File: src/rtl/leaf_rd_pkg.sv
package leaf_rd_pkg;

    localparam int WORD_W = 64;
    localparam int CHK_W  = 8;
    localparam int TOP_POS = 71;

    typedef enum logic [1:0] {
        PH_IDLE = 2'd0,
        PH_FILL = 2'd1,
        PH_SEND = 2'd2
    } phase_e;

    // Seven Hamming bits: XOR of the code positions of all set data bits,
    // plus an eighth bit giving even parity over the whole codeword.
    function automatic logic [CHK_W-1:0] chk_gen(input logic [WORD_W-1:0] d);
        logic [6:0] h;
        int         j;
        h = '0;
        j = 0;
        for (int p = 1; p <= TOP_POS; p++) begin
            if ((p & (p - 1)) != 0) begin
                if (d[j]) h = h ^ 7'(p);
                j++;
            end
        end
        return {(^d) ^ (^h), h};
    endfunction

endpackage

File: src/rtl/leaf_ecc_fix.sv
module leaf_ecc_fix
    import leaf_rd_pkg::*;
(
    input  logic [WORD_W-1:0] d_in,
    input  logic [CHK_W-1:0]  c_in,
    output logic [WORD_W-1:0] d_out,
    output logic              fixed,
    output logic              broken
);
    logic [CHK_W-1:0] regen;
    logic [6:0]       syn;
    logic             par;

    always_comb begin
        int j;
        regen  = chk_gen(d_in);
        syn    = regen[6:0] ^ c_in[6:0];
        par    = ^{d_in, c_in};
        d_out  = d_in;
        fixed  = 1'b0;
        broken = 1'b0;
        j      = 0;
        if (par) begin
            if (syn <= 7'(TOP_POS)) begin
                fixed = 1'b1;
                for (int p = 1; p <= TOP_POS; p++) begin
                    if ((p & (p - 1)) != 0) begin
                        if (7'(p) == syn) d_out[j] = ~d_in[j];
                        j++;
                    end
                end
            end else begin
                broken = 1'b1;
            end
        end else if (syn != 7'd0) begin
            broken = 1'b1;
        end
    end

endmodule

File: src/rtl/leaf_line_map.sv
module leaf_line_map #(
    parameter int ADDR_W = 8,
    parameter int BANKS  = 4,
    localparam int BANK_W = $clog2(BANKS)
) (
    input  logic [ADDR_W-1:0] line_addr,
    input  logic              interleave,
    input  logic              leaf_id,
    input  logic [BANKS-1:0]  bank_en,
    output logic              mine,
    output logic [BANK_W-1:0] bank,
    output logic [ADDR_W-1:0] row,
    output logic              bank_off
);
    always_comb begin
        if (interleave) begin
            mine = (line_addr[0] == leaf_id);
            bank = line_addr[BANK_W:1];
            row  = line_addr >> (BANK_W + 1);
        end else begin
            mine = 1'b1;
            bank = line_addr[BANK_W-1:0];
            row  = line_addr >> BANK_W;
        end
        bank_off = ~bank_en[bank];
    end

endmodule

File: src/rtl/leaf_rd_ctrl.sv
module leaf_rd_ctrl
    import leaf_rd_pkg::*;
#(
    parameter int ADDR_W    = 8,
    parameter int BANKS     = 4,
    parameter int MEM_W     = 256,
    parameter int BUS_W     = 128,
    parameter int MEM_BEATS = 2,
    parameter int CNT_W     = 4,
    localparam int BANK_W    = $clog2(BANKS),
    localparam int WPB       = MEM_W / WORD_W,
    localparam int BUF_W     = MEM_W * MEM_BEATS,
    localparam int BUS_BEATS = BUF_W / BUS_W,
    localparam int BEAT_W    = (BUS_BEATS > MEM_BEATS) ? $clog2(BUS_BEATS) : $clog2(MEM_BEATS)
) (
    input  logic                 clk,
    input  logic                 rst_n,
    input  logic                 interleave,
    input  logic                 leaf_id,
    input  logic [BANKS-1:0]     bank_en,
    input  logic                 req_valid,
    input  logic [ADDR_W-1:0]    req_addr,
    output logic                 req_ready,
    output logic                 mem_req,
    output logic [BANK_W-1:0]    mem_bank,
    output logic [ADDR_W-1:0]    mem_row,
    input  logic                 mem_valid,
    input  logic [MEM_W-1:0]     mem_data,
    input  logic [WPB*CHK_W-1:0] mem_chk,
    output logic                 bus_valid,
    output logic [BUS_W-1:0]     bus_data,
    output logic                 bus_err,
    output logic                 bus_last,
    output logic                 ce_pulse,
    output logic [CNT_W-1:0]     ce_count
);
    localparam logic [CNT_W:0] CNT_MAX = {1'b0, {CNT_W{1'b1}}};

    typedef struct packed {
        phase_e              ph;
        logic [BEAT_W-1:0]   beat;
        logic [BUF_W-1:0]    line;
        logic                err;
        logic                mreq;
        logic [BANK_W-1:0]   bank;
        logic [ADDR_W-1:0]   row;
        logic [CNT_W-1:0]    ce_cnt;
        logic                ce_pls;
    } ctl_t;

    ctl_t ctl_d, ctl_q;

    logic              hit_mine, hit_off;
    logic [BANK_W-1:0] hit_bank;
    logic [ADDR_W-1:0] hit_row;
    logic [MEM_W-1:0]  fix_data;
    logic [WPB-1:0]    fix_v, bad_v;
    logic              accept;
    logic [CNT_W:0]    ce_sum;

    leaf_line_map #(.ADDR_W(ADDR_W), .BANKS(BANKS)) u_map (
        .line_addr (req_addr),
        .interleave(interleave),
        .leaf_id   (leaf_id),
        .bank_en   (bank_en),
        .mine      (hit_mine),
        .bank      (hit_bank),
        .row       (hit_row),
        .bank_off  (hit_off)
    );

    for (genvar g = 0; g < WPB; g++) begin : g_fix
        leaf_ecc_fix u_fix (
            .d_in  (mem_data[g*WORD_W +: WORD_W]),
            .c_in  (mem_chk[g*CHK_W +: CHK_W]),
            .d_out (fix_data[g*WORD_W +: WORD_W]),
            .fixed (fix_v[g]),
            .broken(bad_v[g])
        );
    end

    assign req_ready = (ctl_q.ph == PH_IDLE) ||
                       ((ctl_q.ph == PH_SEND) && (ctl_q.beat == BEAT_W'(BUS_BEATS - 1)));
    assign accept    = req_valid && req_ready && hit_mine;

    always_comb begin
        ctl_d        = ctl_q;
        ctl_d.mreq   = 1'b0;
        ctl_d.ce_pls = 1'b0;
        ce_sum       = {1'b0, ctl_q.ce_cnt} + (CNT_W+1)'($countones(fix_v));
        case (ctl_q.ph)
            PH_FILL: begin
                if (mem_valid) begin
                    ctl_d.line[int'(ctl_q.beat)*MEM_W +: MEM_W] = fix_data;
                    ctl_d.err    = ctl_q.err | (|bad_v);
                    ctl_d.ce_pls = |fix_v;
                    ctl_d.ce_cnt = (ce_sum > CNT_MAX) ? CNT_MAX[CNT_W-1:0] : ce_sum[CNT_W-1:0];
                    if (ctl_q.beat == BEAT_W'(MEM_BEATS - 1)) begin
                        ctl_d.ph   = PH_SEND;
                        ctl_d.beat = '0;
                    end else begin
                        ctl_d.beat = ctl_q.beat + 1'b1;
                    end
                end
            end
            PH_SEND: begin
                if (ctl_q.beat == BEAT_W'(BUS_BEATS - 1)) begin
                    ctl_d.ph   = PH_IDLE;
                    ctl_d.beat = '0;
                end else begin
                    ctl_d.beat = ctl_q.beat + 1'b1;
                end
            end
            default: ;
        endcase
        if (accept) begin
            ctl_d.beat = '0;
            ctl_d.bank = hit_bank;
            ctl_d.row  = hit_row;
            if (hit_off) begin
                ctl_d.ph   = PH_SEND;
                ctl_d.line = '0;
                ctl_d.err  = 1'b1;
            end else begin
                ctl_d.ph   = PH_FILL;
                ctl_d.err  = 1'b0;
                ctl_d.mreq = 1'b1;
            end
        end
    end

    always_ff @(posedge clk or negedge rst_n) begin
        if (!rst_n) begin
            ctl_q <= '{ph: PH_IDLE, default: '0};
        end else begin
            ctl_q <= ctl_d;
        end
    end

    assign mem_req   = ctl_q.mreq;
    assign mem_bank  = ctl_q.bank;
    assign mem_row   = ctl_q.row;
    assign bus_valid = (ctl_q.ph == PH_SEND);
    assign bus_data  = ctl_q.line[int'(ctl_q.beat)*BUS_W +: BUS_W];
    assign bus_err   = bus_valid && ctl_q.err;
    assign bus_last  = bus_valid && (ctl_q.beat == BEAT_W'(BUS_BEATS - 1));
    assign ce_pulse  = ctl_q.ce_pls;
    assign ce_count  = ctl_q.ce_cnt;

    // a line owned by the partner leaf never starts a memory read
    a_r1_foreign_quiet: assert property (@(posedge clk) disable iff (!rst_n)
        (req_valid && req_ready && !hit_mine) |=> !mem_req);

    // a faulty bank is answered at once with a flagged burst and no read
    a_r3_off_bank: assert property (@(posedge clk) disable iff (!rst_n)
        (req_valid && req_ready && hit_mine && hit_off) |=> (!mem_req && bus_valid && bus_err));

    // the burst does not break before its last beat
    a_r4_burst_holds: assert property (@(posedge clk) disable iff (!rst_n)
        (bus_valid && !bus_last) |=> bus_valid);

    // nothing follows the last beat unless a new request came in
    a_r4_burst_ends: assert property (@(posedge clk) disable iff (!rst_n)
        (bus_last && !req_valid) |=> !bus_valid);

    // the corrected-error count never goes down
    a_r8_count_monotone: assert property (@(posedge clk) disable iff (!rst_n)
        ce_count >= $past(ce_count));

    // no request is taken during the first three beats of a burst
    a_r9_busy_mid_burst: assert property (@(posedge clk) disable iff (!rst_n)
        (bus_valid && !bus_last) |-> !req_ready);

endmodule

File: config.mk
export PLATFORM = sky130hd
export DESIGN_NAME = leaf_rd_ctrl
export DESIGN_NICKNAME = d
export VERILOG_FILES = /design/src/rtl/leaf_rd_pkg.sv /design/src/rtl/leaf_ecc_fix.sv /design/src/rtl/leaf_line_map.sv /design/src/rtl/leaf_rd_ctrl.sv
export SDC_FILE = /design/constraint.sdc
export NUM_CORES = 2
export LEC_CHECK = 0
export BUFFER_PORTS_ARGS = -buffer_cell sky130_fd_sc_hd__buf_2
export CAP_MARGIN = 20
export CORE_ASPECT_RATIO = 1.2
export CORE_MARGIN = 8
export CORE_UTILIZATION = 34
export DETAILED_ROUTE_END_ITERATION = 8
export PLACE_DENSITY = 0.62
export SETUP_SLACK_MARGIN = 0.02
export SYNTH_ARGS = -nofsm -noshare
export SYNTH_HDL_FRONTEND = slang
export SYNTH_SLANG_ARGS = --single-unit
File: constraint.sdc
create_clock -name clk -period 5.2 [get_ports clk]
set_clock_uncertainty 0.05 [all_clocks]
set_input_delay 0.26 -clock clk [delete_from_list [all_inputs] [get_ports clk]]
set_output_delay 0.26 -clock clk [all_outputs]
set_load 0.01 [all_outputs]
==> impl_metrics.py <==
metrics = {
    "die": {
        "ios": 454,
        "die-area_sq_um": 106000,
        "dieHeight_microns": 355,
        "start_util_pct": 34.2,
        "rows": 124,
        "core_area_sq_um": 95000,
        "die_w_microns": 298,
    },
    "final_layout": {
        "fin_nets": 3907,
        "final_util_pct": 41.1,
        "final_cell_mix": "nand2_1 (620), dfrtp_1 (529), o21ai_0 (492)",
        "synthToLayoutAreaGrowth_pct": 20.0,
        "drive_above_1_share_pct": 21.2,
        "final_common_cell": "nand2_1",
    },
    "timing": {
        "fin_ws_ns": 0.815,
        "hold_viol_final": 0,
        "post-route-period-util_pct": 84.3,
        "drv_slew": 0,
        "setup_viol": 0,
        "tns_ns": 0,
        "period_minus_slack_ns": 4.38,
        "slew_headroom_pct": 26.4,
        "rsz0062_at_grt": "false",
        "fmax_mhz": 228,
        "tightest_slew_ns": 1.10,
    },
    "grt": {
        "grt_max_degree": 158,
        "grt_usage_pct": 22.9,
        "antenna_found_initial": 7,
        "grt_pass1_vias": 26700,
        "grt_overflow_total": 0,
        "grt_pass1_wl_microns": 183000,
    },
    "routing": {
        "drt-total-wl_microns": 125000,
        "dr.pass1.iters": 5,
        "drc": 0,
        "vias": 25400,
        "vias_per_cell": 5.19,
        "drt_iter0_drc": 2064,
        "antenna_left": 0,
        "wl_per_cell_microns": 25.6,
    },
    "critical_path": {
        "r2r_start": "ctl_q[529]$_DFFE_PN0P_",
        "critPathLaunchType": "input port",
        "reg2reg_depth": 12,
        "r2r_slack_ns": 1.87,
        "path_buf_inv": 4,
        "cp_top_family": "XOR/XNOR gates",
        "critPathCaptureType": "register",
        "worstReg2RegEnd": "ctl_q[190]$_DFF_PN0_",
        "cpMaxStageDelayCell": "dlygate4sd3_1",
        "crit_required_ns": 5.66,
        "arrival_ns": 4.84,
        "crit_chain": "dlygate4sd3_1 > buf_2 > xnor3_1 > xnor3_1 > xnor2_1 > xnor3_1 > xor2_1 > nor3_1 > buf_4 > o21bai_1 > fa_1 > fa_1 > inv_1 > fa_1 > o22a_1",
        "critical_path_class": "in2reg",
        "crit_fanout": 8,
        "max_stage_delay_ns": 0.53,
        "path_depth": 15,
    },
    "synthesis": {
        "synth_fa_ha_area_share_pct": 0.454,
        "seq_area_frac_synth_pct": 40.9,
        "synthXorXnorAreaFrac_pct": 25.4,
        "ys_ff_latch": 531,
        "syn_avg_cell_area_sq_um": 10.4,
        "synth.cell_area_sq_um": 32500,
        "synth.distinct_cells": 66,
        "synthMuxAreaShare_pct": 9.19,
        "synth_top_family_by_area": "XOR/XNOR gates",
        "synthSimpleGateAreaFrac_pct": 12.1,
        "ys_warn_count": 0,
        "synth_flop_cell": "dfrtp_1",
        "synth_edf_count": 0,
        "async_flop_share_pct": 100,
        "synth_compound_area_share_pct": 9.31,
        "syn_inst": 3132,
    },
    "clock_network": {
        "ctsLongestPathBuffers": 3,
        "clock-sinks": 531,
        "insertion_delay_ns": 0.63,
        "cts_tree": "built",
        "htreeDepth": 2,
        "cts-root-buf": "clkbuf_16",
        "numCtsBuffers": 57,
        "clk_pin_slew_worst_paths_ns": 0.06,
        "postCtsSetupBuffers": 0,
    },
    "power_and_ir_drop": {
        "p_total_uw": 20800,
        "leakagePower_uw": 0.0171,
        "p_per_area_nw_per_um2": 533,
        "ir_drop_mv": 0.523,
    },
    "job": {
        "cap_viol_max_count": 0,
    },
    "placement": {
        "dpl.hpwl_microns": 97100,
        "port_buffers": 451,
        "dp_slack_ns": 0.632,
        "gp_congestion": 1.01,
    },
    "worst_hold_path": {
        "hold_depth": 3,
        "hold_path.startpoint": "mem_data[113]",
        "hold_class": "in2reg",
        "min_to": "ctl_q[386]$_DFF_PN0_",
    },
    "outcome": {
        "status": "finished, final reports clean",
    },
}
cells by family (layout without fill, tap and decap cells):
kind of cell,Yosys count,in the layout
flip-flops,531,531
AND/OR/NAND/NOR,925,925
XOR/XNOR,739,739
buffers and inverters,211,715
multiplexers,137,137
other,1,4
AO/OA/AOI/OAI,578,578
adder cells (fa/ha/maj),10,10
worst max-delay path by stage:
stage,start,endpoint,slack [ns]
3_5_place_dp,mem_data[147],ce_count[1]$_DFFE_PN0P_,0.63
2_1_floorplan,mem_data[173],ce_count[1]$_DFFE_PN0P_,1.10
6_report,mem_data[159],ce_count[1]$_DFFE_PN0P_,0.82
3_3_place_gp,mem_data[175],ce_count[1]$_DFFE_PN0P_,0.72
5_1_grt,mem_data[34],ce_count[1]$_DFFE_PN0P_,0.63
4_1_cts,mem_data[34],ce_count[1]$_DFFE_PN0P_,0.87
final cells by class:
class | instances | area (sq um)
tap | 1260 | 1580
timing repair buffer | 597 | 3730
inverter | 13 | 48.8
antenna | 2 | 5.00
fill | 9408 | 56000
sequential | 531 | 13300
clock inverter | 31 | 313
multi-input combinational | 2391 | 18400
clock buffer | 74 | 1620
flip-flops by register name, summed over array words and instances, names as in the netlist:
name	flops
ce_count	4
ce_pulse	1
ctl_q	517
mem_bank	2
mem_req	1
mem_row	6
cells in the mapped netlist (4+ instances only):
library cell | count | area, sq um
xnor3_1 | 118 | 2660
nor3_1 | 67 | 335
ha_1 | 7 | 87.6
mux2i_1 | 7 | 70.1
buf_2 | 5 | 25.0
or2_2 | 7 | 43.8
and3_1 | 5 | 31.3
xnor2_1 | 449 | 3930
nand2_1 | 620 | 2330
clkbuf_1 | 162 | 608
or2_1 | 4 | 25.0
buf_1 | 16 | 60.1
a21oi_1 | 20 | 100
nand2b_1 | 11 | 68.8
inv_1 | 13 | 48.8
and2_1 | 4 | 25.0
buf_4 | 14 | 105
nor4_1 | 10 | 62.6
o21ai_1 | 26 | 130
mux4_2 | 129 | 2910
nand4_1 | 6 | 37.5
nor3b_1 | 13 | 97.6
nor3_2 | 9 | 90.1
nor2_1 | 125 | 469
xor2_1 | 162 | 1420
nor2b_1 | 10 | 62.6
nand3_1 | 11 | 55.1
o2111ai_1 | 12 | 105
o21ai_0 | 492 | 2460
nand4b_1 | 4 | 35.0
dfrtp_1 | 531 | 13300
a211oi_1 | 4 | 30.0
xor3_1 | 8 | 190
repair_timing:
item	4_1_cts	5_1_grt
endpoints found under the hold margin	234	0
resized for setup	0	0
endpoints found under the setup margin	0	0
hold buffers	85	0
report_power, final:
group          switching [uW]  internal, uW  leakage (uW)  total [uW]
Sequential                435          4760       0.00735        5200
Clock                    1800          2370      0.000956        4170
Combinational            7250          4150       0.00876       11400
per-stage QoR:
| step | hold slack (ns) | std cells | area [sq um] |
|---|---|---|---|
| final | 0.0396 | 4899 | 39000 |
| after detailed placement | 0.325 | 4706 | 36200 |
| after global routing | 0.0137 | 4898 | 39000 |
| after global placement | 0.325 | 4706 | 36200 |
| after floorplan | -0.0856 | 3133 | 32500 |
| after CTS | 0.0000438 | 4896 | 38900 |
per-layer routing:
layer	vias to the layer above	wire (microns)	GRT usage, %
met5	-	45	0
li1	11500	-	-
met2	901	64400	40.9
met4	8	6190	9.98
met1	12800	47300	26.6
met3	205	7280	4.50
worst register-to-register path: stages (launching register included):
cell	delay, ns
dfrtp_4	0.70
ha_1	0.32
inv_1	0.07
a21oi_1	0.09
nand2_1	0.12
a21oi_2	0.04
buf_4	0.22
nor2b_1	0.16
buf_4	0.17
a21oi_4	0.54
buf_12	0.43
nand2_1	0.23
o21ai_0	0.10
(Power assumes the default switching activity.)
